[config.mk]
export PLATFORM = sky130hd
export DESIGN_NAME = basex_fault_acc
export DESIGN_NICKNAME = d
export VERILOG_FILES = /design/src/rtl/fdacc_pkg.sv /design/src/rtl/fdacc_rom.sv /design/src/rtl/fdacc_mul.sv /design/src/rtl/fdacc_term.sv /design/src/rtl/basex_fault_acc.sv
export SDC_FILE = /design/constraint.sdc
export NUM_CORES = 1
export LEC_CHECK = 0
export BUFFER_PORTS_ARGS = -buffer_cell sky130_fd_sc_hd__buf_2
export CORE_MARGIN = 5
export CORE_UTILIZATION = 30
export DETAILED_ROUTE_END_ITERATION = 7
export PLACE_DENSITY = 0.49
export SLEW_MARGIN = 20
export SYNTH_ARGS = -nofsm -noshare
export SYNTH_HDL_FRONTEND = slang
export SYNTH_SLANG_ARGS = --single-unit
[constraint.sdc]
create_clock -name clk -period 9.8 [get_ports clk]
set_input_delay 2.45 -clock clk [delete_from_list [all_inputs] [get_ports clk]]
set_output_delay 2.45 -clock clk [all_outputs]
set_load 0.05 [all_outputs]
[src/rtl/fdacc_pkg.sv]
package fdacc_pkg;

    typedef enum logic [1:0] {
        ST_IDLE = 2'd0,
        ST_RUN  = 2'd1
    } fdacc_state_e;

    // offset of modulus k below 2^R
    function automatic int unsigned mod_offset(input int k);
        return 2 * k + 1;
    endfunction

    function automatic logic [127:0] int_pow(input int unsigned base, input int e);
        logic [127:0] acc;
        acc = 128'd1;
        for (int q = 0; q < e; q++) begin
            acc = acc * 128'(base);
        end
        return acc;
    endfunction

endpackage

[src/rtl/fdacc_rom.sv]
module fdacc_rom
    import fdacc_pkg::*;
#(
    parameter int N  = 16,
    parameter int RE = 8,
    parameter int S  = 2,
    parameter int IW = 4,
    parameter int NM = 1,
    parameter int CW = 8
) (
    input  logic [IW-1:0]         idx,
    output logic [NM-1:0][CW-1:0] cvec
);

    logic [N-1:0][NM-1:0][CW-1:0] tbl;

    generate
        for (genvar k = 0; k < N; k++) begin : g_mod
            for (genvar j = 1; j <= NM; j++) begin : g_ord
                if (S > 1) begin : g_used
                    localparam logic [127:0] VAL = int_pow(mod_offset(k), j);
                    assign tbl[k][j-1] = VAL[CW-1:0];
                end else begin : g_none
                    assign tbl[k][j-1] = '0;
                end
            end
        end
    endgenerate

    always_comb begin
        cvec = '0;
        for (int k = 0; k < N; k++) begin
            if (idx == IW'(k)) begin
                cvec = tbl[k];
            end
        end
    end

endmodule

[src/rtl/fdacc_mul.sv]
module fdacc_mul #(
    parameter int R  = 36,
    parameter int S  = 2,
    parameter int NM = 1,
    parameter int CW = 8
) (
    input  logic                          clk,
    input  logic                          rst_n,
    input  logic                          in_valid,
    input  logic                          in_last,
    input  logic [R-1:0]                  in_xi,
    input  logic [NM-1:0][CW-1:0]         cvec,
    output logic                          s1_valid,
    output logic                          s1_last,
    output logic [R-1:0]                  s1_xi,
    output logic [NM-1:0][R+CW-1:0]       s1_prod
);

    localparam int PW = R + CW;

    always_ff @(posedge clk or negedge rst_n) begin
        if (!rst_n) begin
            s1_valid <= 1'b0;
            s1_last  <= 1'b0;
            s1_xi    <= '0;
        end else begin
            s1_valid <= in_valid;
            s1_last  <= in_last;
            s1_xi    <= in_xi;
        end
    end

    generate
        for (genvar j = 0; j < NM; j++) begin : g_mul
            if (S > 1) begin : g_used
                always_ff @(posedge clk or negedge rst_n) begin
                    if (!rst_n) begin
                        s1_prod[j] <= '0;
                    end else begin
                        s1_prod[j] <= PW'(in_xi) * PW'(cvec[j]);
                    end
                end
            end else begin : g_none
                assign s1_prod[j] = '0;
            end
        end
    endgenerate

endmodule

[src/rtl/fdacc_term.sv]
module fdacc_term #(
    parameter int R  = 36,
    parameter int S  = 2,
    parameter int NM = 1,
    parameter int CW = 8,
    parameter int FW = 93
) (
    input  logic [R-1:0]            xi,
    input  logic [NM-1:0][R+CW-1:0] prod,
    output logic [FW+1:0]           term
);

    localparam int PW = R + CW;
    localparam int TW = PW + FW + 2;

    logic [NM:0][FW+1:0] part;

    assign part[0] = (FW+2)'(xi) << (FW - R);

    generate
        for (genvar j = 1; j <= NM; j++) begin : g_part
            if (S > 1) begin : g_used
                localparam int SH = FW - R * (j + 1);
                logic [TW-1:0] wide;
                assign wide = TW'(prod[j-1]);
                if (SH >= 0) begin : g_left
                    assign part[j] = (FW+2)'(wide << SH);
                end else begin : g_right
                    assign part[j] = (FW+2)'(wide >> (-SH));
                end
            end else begin : g_none
                assign part[j] = '0;
            end
        end
    endgenerate

    always_comb begin
        term = '0;
        for (int k = 0; k <= NM; k++) begin
            term = term + part[k];
        end
    end

endmodule

[src/rtl/basex_fault_acc.sv]
module basex_fault_acc
    import fdacc_pkg::*;
#(
    parameter int R     = 36,
    parameter int RE    = 8,
    parameter int S     = 2,
    parameter int SIGMA = 51,
    parameter int N     = 16,
    localparam int IW   = (N > 1) ? $clog2(N) : 1
) (
    input  logic          clk,
    input  logic          rst_n,
    input  logic          start,
    input  logic          check_en,
    input  logic          xi_valid,
    input  logic          xi_last,
    input  logic [R-1:0]  xi,
    input  logic [IW-1:0] mod_idx,
    output logic          corr,
    output logic          fault
);

    localparam int FW = SIGMA + R + IW + 2;
    localparam int NM = (S > 1) ? S - 1 : 1;
    localparam int CW = RE * NM;
    localparam logic [FW-1:0] INIT = FW'(1) << (FW - SIGMA - 1);

    fdacc_state_e state_q, state_d;

    logic [NM-1:0][CW-1:0]   cvec;
    logic                    s1_valid, s1_last;
    logic [R-1:0]            s1_xi;
    logic [NM-1:0][R+CW-1:0] s1_prod;
    logic [FW+1:0]           term;
    logic [FW+1:0]           sum;
    logic [FW-1:0]           acc_q;
    logic                    chk_q, corr_q, fault_q;
    logic                    add_en, bad_frac;

    fdacc_rom #(.N(N), .RE(RE), .S(S), .IW(IW), .NM(NM), .CW(CW)) u_rom (
        .idx  (mod_idx),
        .cvec (cvec)
    );

    fdacc_mul #(.R(R), .S(S), .NM(NM), .CW(CW)) u_mul (
        .clk      (clk),
        .rst_n    (rst_n),
        .in_valid (xi_valid),
        .in_last  (xi_last),
        .in_xi    (xi),
        .cvec     (cvec),
        .s1_valid (s1_valid),
        .s1_last  (s1_last),
        .s1_xi    (s1_xi),
        .s1_prod  (s1_prod)
    );

    fdacc_term #(.R(R), .S(S), .NM(NM), .CW(CW), .FW(FW)) u_term (
        .xi   (s1_xi),
        .prod (s1_prod),
        .term (term)
    );

    assign add_en   = (state_q == ST_RUN) && !start && s1_valid;
    assign sum      = {2'b00, acc_q} + term;
    assign bad_frac = |sum[FW-1 -: SIGMA];

    // state register
    always_ff @(posedge clk or negedge rst_n) begin
        if (!rst_n) begin
            state_q <= ST_IDLE;
        end else begin
            state_q <= state_d;
        end
    end

    // transitions: T_START, T_RESTART, T_FINISH
    always_comb begin
        state_d = state_q;
        unique case (state_q)
            ST_IDLE: begin
                if (start) state_d = ST_RUN;
            end
            ST_RUN: begin
                if (start)                      state_d = ST_RUN;
                else if (s1_valid && s1_last)   state_d = ST_IDLE;
            end
            default: state_d = ST_IDLE;
        endcase
    end

    // datapath and outputs
    always_ff @(posedge clk or negedge rst_n) begin
        if (!rst_n) begin
            acc_q   <= '0;
            chk_q   <= 1'b0;
            corr_q  <= 1'b0;
            fault_q <= 1'b0;
        end else if (start) begin
            acc_q   <= INIT;
            chk_q   <= check_en;
            corr_q  <= 1'b0;
            fault_q <= 1'b0;
        end else begin
            corr_q <= add_en && (|sum[FW+1:FW]);
            if (add_en) begin
                acc_q <= sum[FW-1:0];
                if (s1_last && chk_q && bad_frac) begin
                    fault_q <= 1'b1;
                end
            end
        end
    end

    assign corr  = corr_q;
    assign fault = fault_q;

endmodule

==> impl_metrics.env, run 1 <==
export IMPL_synth_cell_area_um2=15600
export IMPL_longest_clk_path_bufs=2
export IMPL_hold_path_startpoint="acc_q[50]"
export IMPL_synth_sequential_area_ratio=0.248
export IMPL_antenna_violating_nets_post_route=0
export IMPL_drtPass1Iterations=5
export IMPL_slowest_delay_ns=0.54
export IMPL_met1Wirelength_um=21900
export IMPL_layout_drive_gt1_share=0.0564
export IMPL_post_route_min_period_ns=7.64
export IMPL_tightest_slew_ns=0.919
export IMPL_power_ir_vdd_worst_mv=0.198
export IMPL_finalWorstSetupSlack_ns=2.16
export IMPL_yosys_warnings=0
export IMPL_r2r_start="u_mul.s1_xi[0]"
export IMPL_power_per_cell_area_nw_per_um2=277
export IMPL_antenna_violations_before_repair=0
export IMPL_gp_congestion=0.899
export IMPL_report_final_slew_viol_count=0
export IMPL_critical_path_startpoint="mod_idx[3]"
export IMPL_timing_critical_path_cells="buf_2, nand2_1, fa_1, fa_1, fa_1, inv_1, ha_1, a211oi_1, o21ai_0, a21oi_1, o21ai_0, a221oi_1, o21ai_0, o41a_1, a41o_1, or2_2, nand3_1, nand2_1, xor2_1"
export IMPL_maxCapViolCount=0
export IMPL_critPathCaptureType="flop"
export IMPL_postSynthRegisterBits=155
export IMPL_layout_common_cells="sky130_fd_sc_hd__inv_1, sky130_fd_sc_hd__dfrtp_1, sky130_fd_sc_hd__nand2_1"
export IMPL_wl_per_cell_um=17.9
export IMPL_grt_pass1_vias=13100
export IMPL_cts_bufs_inserted=17
export IMPL_unrepaired_setup_endpoints_after_global_routing="false"
export IMPL_final_design_area_no_fill_um2=17200
export IMPL_globalRouteOverflowTotal=0
export IMPL_postSynthCellCount=1798
export IMPL_cp_max_fo=36
export IMPL_detailroute_wirelength_met2_um=20200
export IMPL_synth_avg_cell_area_um2=8.70
export IMPL_postSynthNetCount=2074
export IMPL_nNetsFinal=2089
export IMPL_power_total_mw=4.75
export IMPL_worst_slew_margin_rel=0.388
export IMPL_timing_final_crit_share=0.780
export IMPL_finalSetupTns_ns=0
export IMPL_numPortBuffers=47
export IMPL_worst_endpoint_required_ns=10.12
export IMPL_setup_viol=0
export IMPL_groute_usage_overall=0.161
export IMPL_outcome="completed"
export IMPL_cts_hold_repair_buffers=0
export IMPL_synth_edff_count=0
export IMPL_cp_slowest_cell="sky130_fd_sc_hd__fa_1"
export IMPL_grt_pass1_wl_um=73400
export IMPL_totalWireLength_um=44900
export IMPL_cts_repair_timing_setup_buffer_count=0
export IMPL_worst_r2r_path_depth=23
export IMPL_r2r_end="fault"
export IMPL_worst_hold_path_type="reg -> reg"
export IMPL_final_common_cell="sky130_fd_sc_hd__inv_1"
export IMPL_fmax_ghz=0.131
export IMPL_grt_max_degree=87
export IMPL_highest_signal_layer_in_the_routed_design="met4"
export IMPL_floorplan_initialDensity=0.304
export IMPL_die_x_um=238
export IMPL_cts_clk_slew_worst_paths_ns=0.06
export IMPL_insertion_delay_ns=0.46
export IMPL_area_growth_syn_to_layout_pct=9.79
export IMPL_placed_area_um2=16600
export IMPL_floorplan_die_area_um2=56800
export IMPL_dp_worst_setup_slack_ns=1.71
export IMPL_placementRows=83
export IMPL_cts_resized=0
export IMPL_clock_tree_htree_level_count=4
export IMPL_distinct_cell_type_count_of_the_synthesized_netlist=77
export IMPL_cts_root_buffer_cell="sky130_fd_sc_hd__clkbuf_16"
export IMPL_hold_violations=0
export IMPL_worstPathArrival_ns=7.96
export IMPL_ys_flop_type="sky130_fd_sc_hd__dfrtp_1"
export IMPL_detail_route_iter0_violations=635
export IMPL_reg2reg_setup_slack_ns=3.16
export IMPL_leakage_power_total_nw=8.10
export IMPL_clock_skew_final_ns=0.0140
export IMPL_min_delay_worst_endpoint="acc_q[50]"
export IMPL_die_h_um=238
export IMPL_dr_total_vias=12800
export IMPL_hold_path_cell_count=2
export IMPL_crit_path_start_kind="input pin"
export IMPL_remaining_drc_errors=0
export IMPL_hpwlAfterDp_um=35900
export IMPL_cts_sinks=155
export IMPL_async_reset_ff_frac=1.00
export IMPL_worstSetupPathType="in -> reg"
export IMPL_floorplan_core_area_um2=51500
export IMPL_boundaryPins=48
export IMPL_tritoncts="done"
export IMPL_detail_route_vias_per_cell=5.10
export IMPL_dr_wl_met3_um=1680
export IMPL_num_antenna_cells=0
## how the worst max path moves through the flow
stage and to:
2_1_floorplan u_mul.s1_prod[36], 3_3_place_gp u_mul.s1_prod[36], 3_5_place_dp u_mul.s1_prod[36], 4_1_cts u_mul.s1_prod[36]
5_1_grt u_mul.s1_prod[36], 6_report u_mul.s1_prod[36]
## registers in the layout, indices dropped and copies added, names as in the netlist
signal	cells
acc_q	72
chk_q	1
corr	1
fault	1
state_q	1
u_mul.s1_last	1
u_mul.s1_prod	41
u_mul.s1_valid	1
u_mul.s1_xi	36
## synth_stat cells (9+ instances only)
cell / n / area share
sky130_fd_sc_hd__inv_1: 204 / 0.049
sky130_fd_sc_hd__dfrtp_1: 155 / 0.25
sky130_fd_sc_hd__nand2_1: 154 / 0.037
sky130_fd_sc_hd__and2_1: 140 / 0.056
sky130_fd_sc_hd__a21oi_1: 126 / 0.040
sky130_fd_sc_hd__ha_1: 126 / 0.10
sky130_fd_sc_hd__fa_1: 104 / 0.13
sky130_fd_sc_hd__nor2_1: 88 / 0.021
sky130_fd_sc_hd__o21ai_0: 85 / 0.027
sky130_fd_sc_hd__xnor2_1: 76 / 0.043
sky130_fd_sc_hd__a21o_1: 53 / 0.025
sky130_fd_sc_hd__xor2_1: 47 / 0.026
sky130_fd_sc_hd__clkbuf_1: 44 / 0.011
sky130_fd_sc_hd__a22o_1: 42 / 0.024
sky130_fd_sc_hd__nand3_1: 39 / 0.012
sky130_fd_sc_hd__nand4_1: 31 / 0.012
sky130_fd_sc_hd__nor3_1: 31 / 0.0099
sky130_fd_sc_hd__o21bai_1: 30 / 0.014
sky130_fd_sc_hd__o21a_1: 19 / 0.0091
sky130_fd_sc_hd__and3_1: 14 / 0.0056
sky130_fd_sc_hd__nand2b_1: 12 / 0.0048
sky130_fd_sc_hd__o31ai_1: 12 / 0.0058
sky130_fd_sc_hd__o211ai_1: 11 / 0.0053
sky130_fd_sc_hd__o21ai_1: 11 / 0.0035
sky130_fd_sc_hd__a211oi_1: 10 / 0.0048
sky130_fd_sc_hd__and4_1: 9 / 0.0050
sky130_fd_sc_hd__buf_2: 9 / 0.0029
sky130_fd_sc_hd__nor4_1: 9 / 0.0036
## stage by stage
stage          utilization  hold WS, ns  std cells
4_1_cts              0.334        0.487       2505
5_1_grt              0.334        0.519       2505
3_5_place_dp         0.322        0.467       2474
3_3_place_gp         0.322        0.468       2474
2_1_floorplan            -        0.443       1798
6_report             0.334        0.484       2505
## metal layers
layer,GRT usage,vias to the layer above
met5,0,-
met3,0.0194,48
met4,0.0464,0
li1,-,6232
met1,0.232,6263
met2,0.255,233
## where the power goes
group | switching (mW) | internal (mW) | leakage, nW
Clock | 0.295 | 0.416 | 0.298
Combinational | 1.90 | 1.15 | 5.87
Sequential | 0.161 | 0.833 | 1.93
## final cells by class
cell class              count  area [um2]
fillers                  5472       34300
multi-input cells        1385       10800
flip-flops and latches    155        3880
well taps                 680         851
inverters                 204         766
clock buffers              19         453
repair buffers             50         264
clock inverters            12         161
## kinds of logic (layout without fill, tap and decap cells)
family | after synthesis | after routing | synth area share
xor gates and xnor gates | 123 | 123 | 0.0688
buffers and inverters | 258 | 285 | 0.0627
adders and majority gates | 230 | 230 | 0.234
AOI/OAI and AO/OA | 465 | 465 | 0.199
DFF | 155 | 155 | 0.248
and+or+nand+nor | 565 | 565 | 0.187
muxes | 2 | 2 | 0.00136
## worst max-delay path: cells and delay by family
| family | cells | cell delay, ns |
|---|---|---|
| XOR/XNOR | 1 | 0.15 |
| buffers and inverters | 2 | 0.47 |
| AO/OA/AOI/OAI | 8 | 2.34 |
| adder cells (fa/ha/maj) | 4 | 1.93 |
| AND/OR/NAND/NOR | 4 | 0.62 |
No activity file was read; power rests on OpenSTA's default activity.
==> run 2: changes to the inputs <==
==> constraint.sdc (replaced) <==
create_clock -name clk -period 7.9 [get_ports clk]
set_input_delay 1.975 -clock clk [delete_from_list [all_inputs] [get_ports clk]]
set_output_delay 1.975 -clock clk [all_outputs]
set_load 0.05 [all_outputs]
==> impl_metrics.env, run 2 (synthesis gave the netlist of run 1 again) <==
export IMPL_outcome="completed"
export IMPL_antenna_violations_before_repair=0
export IMPL_tightest_slew_ns=0.979
export IMPL_n_fill_cell=5477
export IMPL_placementRows=83
export IMPL_die_h_um=238
export IMPL_dr_total_vias=12900
export IMPL_cp_slowest_cell="sky130_fd_sc_hd__fa_1"
export IMPL_grt_pass1_vias=13100
export IMPL_crit_path_start_kind="input pin"
export IMPL_cell_internal_pwr_mw=2.92
export IMPL_leading_registers_by_flop_count="acc_q x72, u_mul.s1_prod x41, u_mul.s1_xi x36"
export IMPL_cts_repair_timing_setup_buffer_count=0
export IMPL_cts_hold_repair_buffers=0
export IMPL_clock_tree_htree_level_count=4
export IMPL_finalSetupTns_ns=0
export IMPL_dp_worst_setup_slack_ns=0.371
export IMPL_stdcell_count=2509
export IMPL_worstPathArrival_ns=7.35
export IMPL_cts_clk_slew_worst_paths_ns=0.07
export IMPL_switch_share=0.503
export IMPL_finalCoreUtilization=0.334
export IMPL_largest_register_ff_count=72
export IMPL_hpwlAfterDp_um=36400
export IMPL_report_final_slew_viol_count=0
export IMPL_finalWorstSetupSlack_ns=0.863
export IMPL_longest_clk_path_bufs=2
export IMPL_critPathCaptureType="flop"
export IMPL_maxCapViolCount=0
export IMPL_power_per_cell_area_nw_per_um2=341
export IMPL_slowest_delay_ns=0.54
export IMPL_worst_endpoint_required_ns=8.22
export IMPL_timing_critical_path_cells="buf_2, nand2_1, fa_1, fa_1, fa_1, inv_1, ha_1, a211oi_1, o21ai_0, a21oi_1, o21ai_0, a221oi_1, o21ai_0, o41a_1, a41o_1, or2_2, nand3_1, nand2_1, xor2_1"
export IMPL_floorplan_die_area_um2=56800
export IMPL_worst_hold_path_type="reg -> reg"
export IMPL_drtPass1Iterations=5
export IMPL_worst_slew_margin_rel=0.346
export IMPL_totalWireLength_um=45100
export IMPL_final_common_cell="sky130_fd_sc_hd__inv_1"
export IMPL_power_clock_fraction=0.145
export IMPL_cts_sinks=155
export IMPL_cts_root_buffer_cell="sky130_fd_sc_hd__clkbuf_16"
export IMPL_grt_pass1_wl_um=72900
export IMPL_grt_max_degree=86
export IMPL_critical_path_top_delay_family="compound AO/OA/AOI/OAI gates"
export IMPL_seq_power_share=0.211
export IMPL_globalRouteOverflowTotal=0
export IMPL_cp_max_fo=26
export IMPL_unrepaired_setup_endpoints_after_global_routing="false"
export IMPL_layout_common_cells="sky130_fd_sc_hd__inv_1, sky130_fd_sc_hd__dfrtp_1, sky130_fd_sc_hd__nand2_1"
export IMPL_numPortBuffers=47
export IMPL_gp_congestion=0.926
export IMPL_timing_final_crit_share=0.891
export IMPL_worstSetupPathType="in -> reg"
export IMPL_groute_usage_overall=0.159
export IMPL_floorplan_core_area_um2=51500
export IMPL_clock_skew_final_ns=0.0102
export IMPL_power_ir_vdd_worst_mv=0.153
export IMPL_setup_viol=0
export IMPL_max_flop_register="acc_q"
export IMPL_insertion_delay_ns=0.44
export IMPL_area_growth_syn_to_layout_pct=9.79
export IMPL_post_route_min_period_ns=7.04
export IMPL_share_comb_of_total_power=0.644
export IMPL_power_total_mw=5.86
export IMPL_boundaryPins=48
export IMPL_detail_route_iter0_violations=797
export IMPL_wl_per_cell_um=18.0
export IMPL_nNetsFinal=2092
export IMPL_fmax_ghz=0.142
export IMPL_die_x_um=238
export IMPL_detail_route_vias_per_cell=5.14
export IMPL_floorplan_initialDensity=0.304
export IMPL_antenna_violating_nets_post_route=0
export IMPL_p_sw_mw=2.95
export IMPL_hold_violations=0
export IMPL_cts_resized=0
export IMPL_num_antenna_cells=0
export IMPL_worstPathBufferInverterCount=2
export IMPL_remaining_drc_errors=0
export IMPL_tritoncts="done"
export IMPL_cts_bufs_inserted=17
export IMPL_leakage_power_total_nw=8.12
export IMPL_placedCellCount=2477
export IMPL_layout_drive_gt1_share=0.0585
==> run 2: path summary, 6_finish.rpt <==
check | from | end | slack (ns) | cells past startpoint
max reg2reg | u_mul.s1_xi[0] | fault | 1.32 | 23
max | mod_idx[1] | u_mul.s1_prod[36] | 0.86 | 19
min | acc_q[29] | acc_q[29] | 0.49 | 2
min reg2reg | acc_q[29] | acc_q[29] | 0.49 | 2
min in group asynchronous | rst_n | u_mul.s1_valid | 1.57 | 1
max in group asynchronous | rst_n | u_mul.s1_prod[31] | 5.15 | 2
==> run 2: power by group through the flow <==
stage / Combinational, mW / Sequential (mW) / Clock (mW)
after floorplan: 2.83 / 1.13 / 0
after global placement: 3.72 / 1.25 / 0
after detailed placement: 3.73 / 1.24 / 0
after CTS: 3.76 / 1.23 / 0.870
after global routing: 4.20 / 1.25 / 0.903
final: 3.78 / 1.24 / 0.849
==> run 2: tightest hold or removal path, delay by kind of cell (launching register included) <==
family,cells,cell delay [ns]
AND/OR/NAND/NOR,1,0.04
AO/OA/AOI/OAI,1,0.06
flip-flops,1,0.34
==> run 2: metrics by stage <==
step | hold WS [ns] | instance area [um2]
after detailed placement | 0.479 | 16600
final | 0.487 | 17200
after global routing | 0.515 | 17200
after CTS | 0.495 | 17200
after floorplan | 0.443 | 15600
after global placement | 0.469 | 16600
==> run 2: final cells by class <==
cell class                 count  area (um2)  share of cell area
inverter                     204         766              0.0446
clock buffer                  18         439              0.0256
multi-input combinational   1385       10800               0.629
clock inverter                14         149             0.00867
timing repair buffer          53         290              0.0169
sequential                   155        3880               0.226
tap                          680         851              0.0495
==> run 2: metal layers <==
layer  track usage  wire length, um
met1         0.232            22200
met2         0.257            20500
met3        0.0133             1560
met4        0.0395              875
met5             0                0
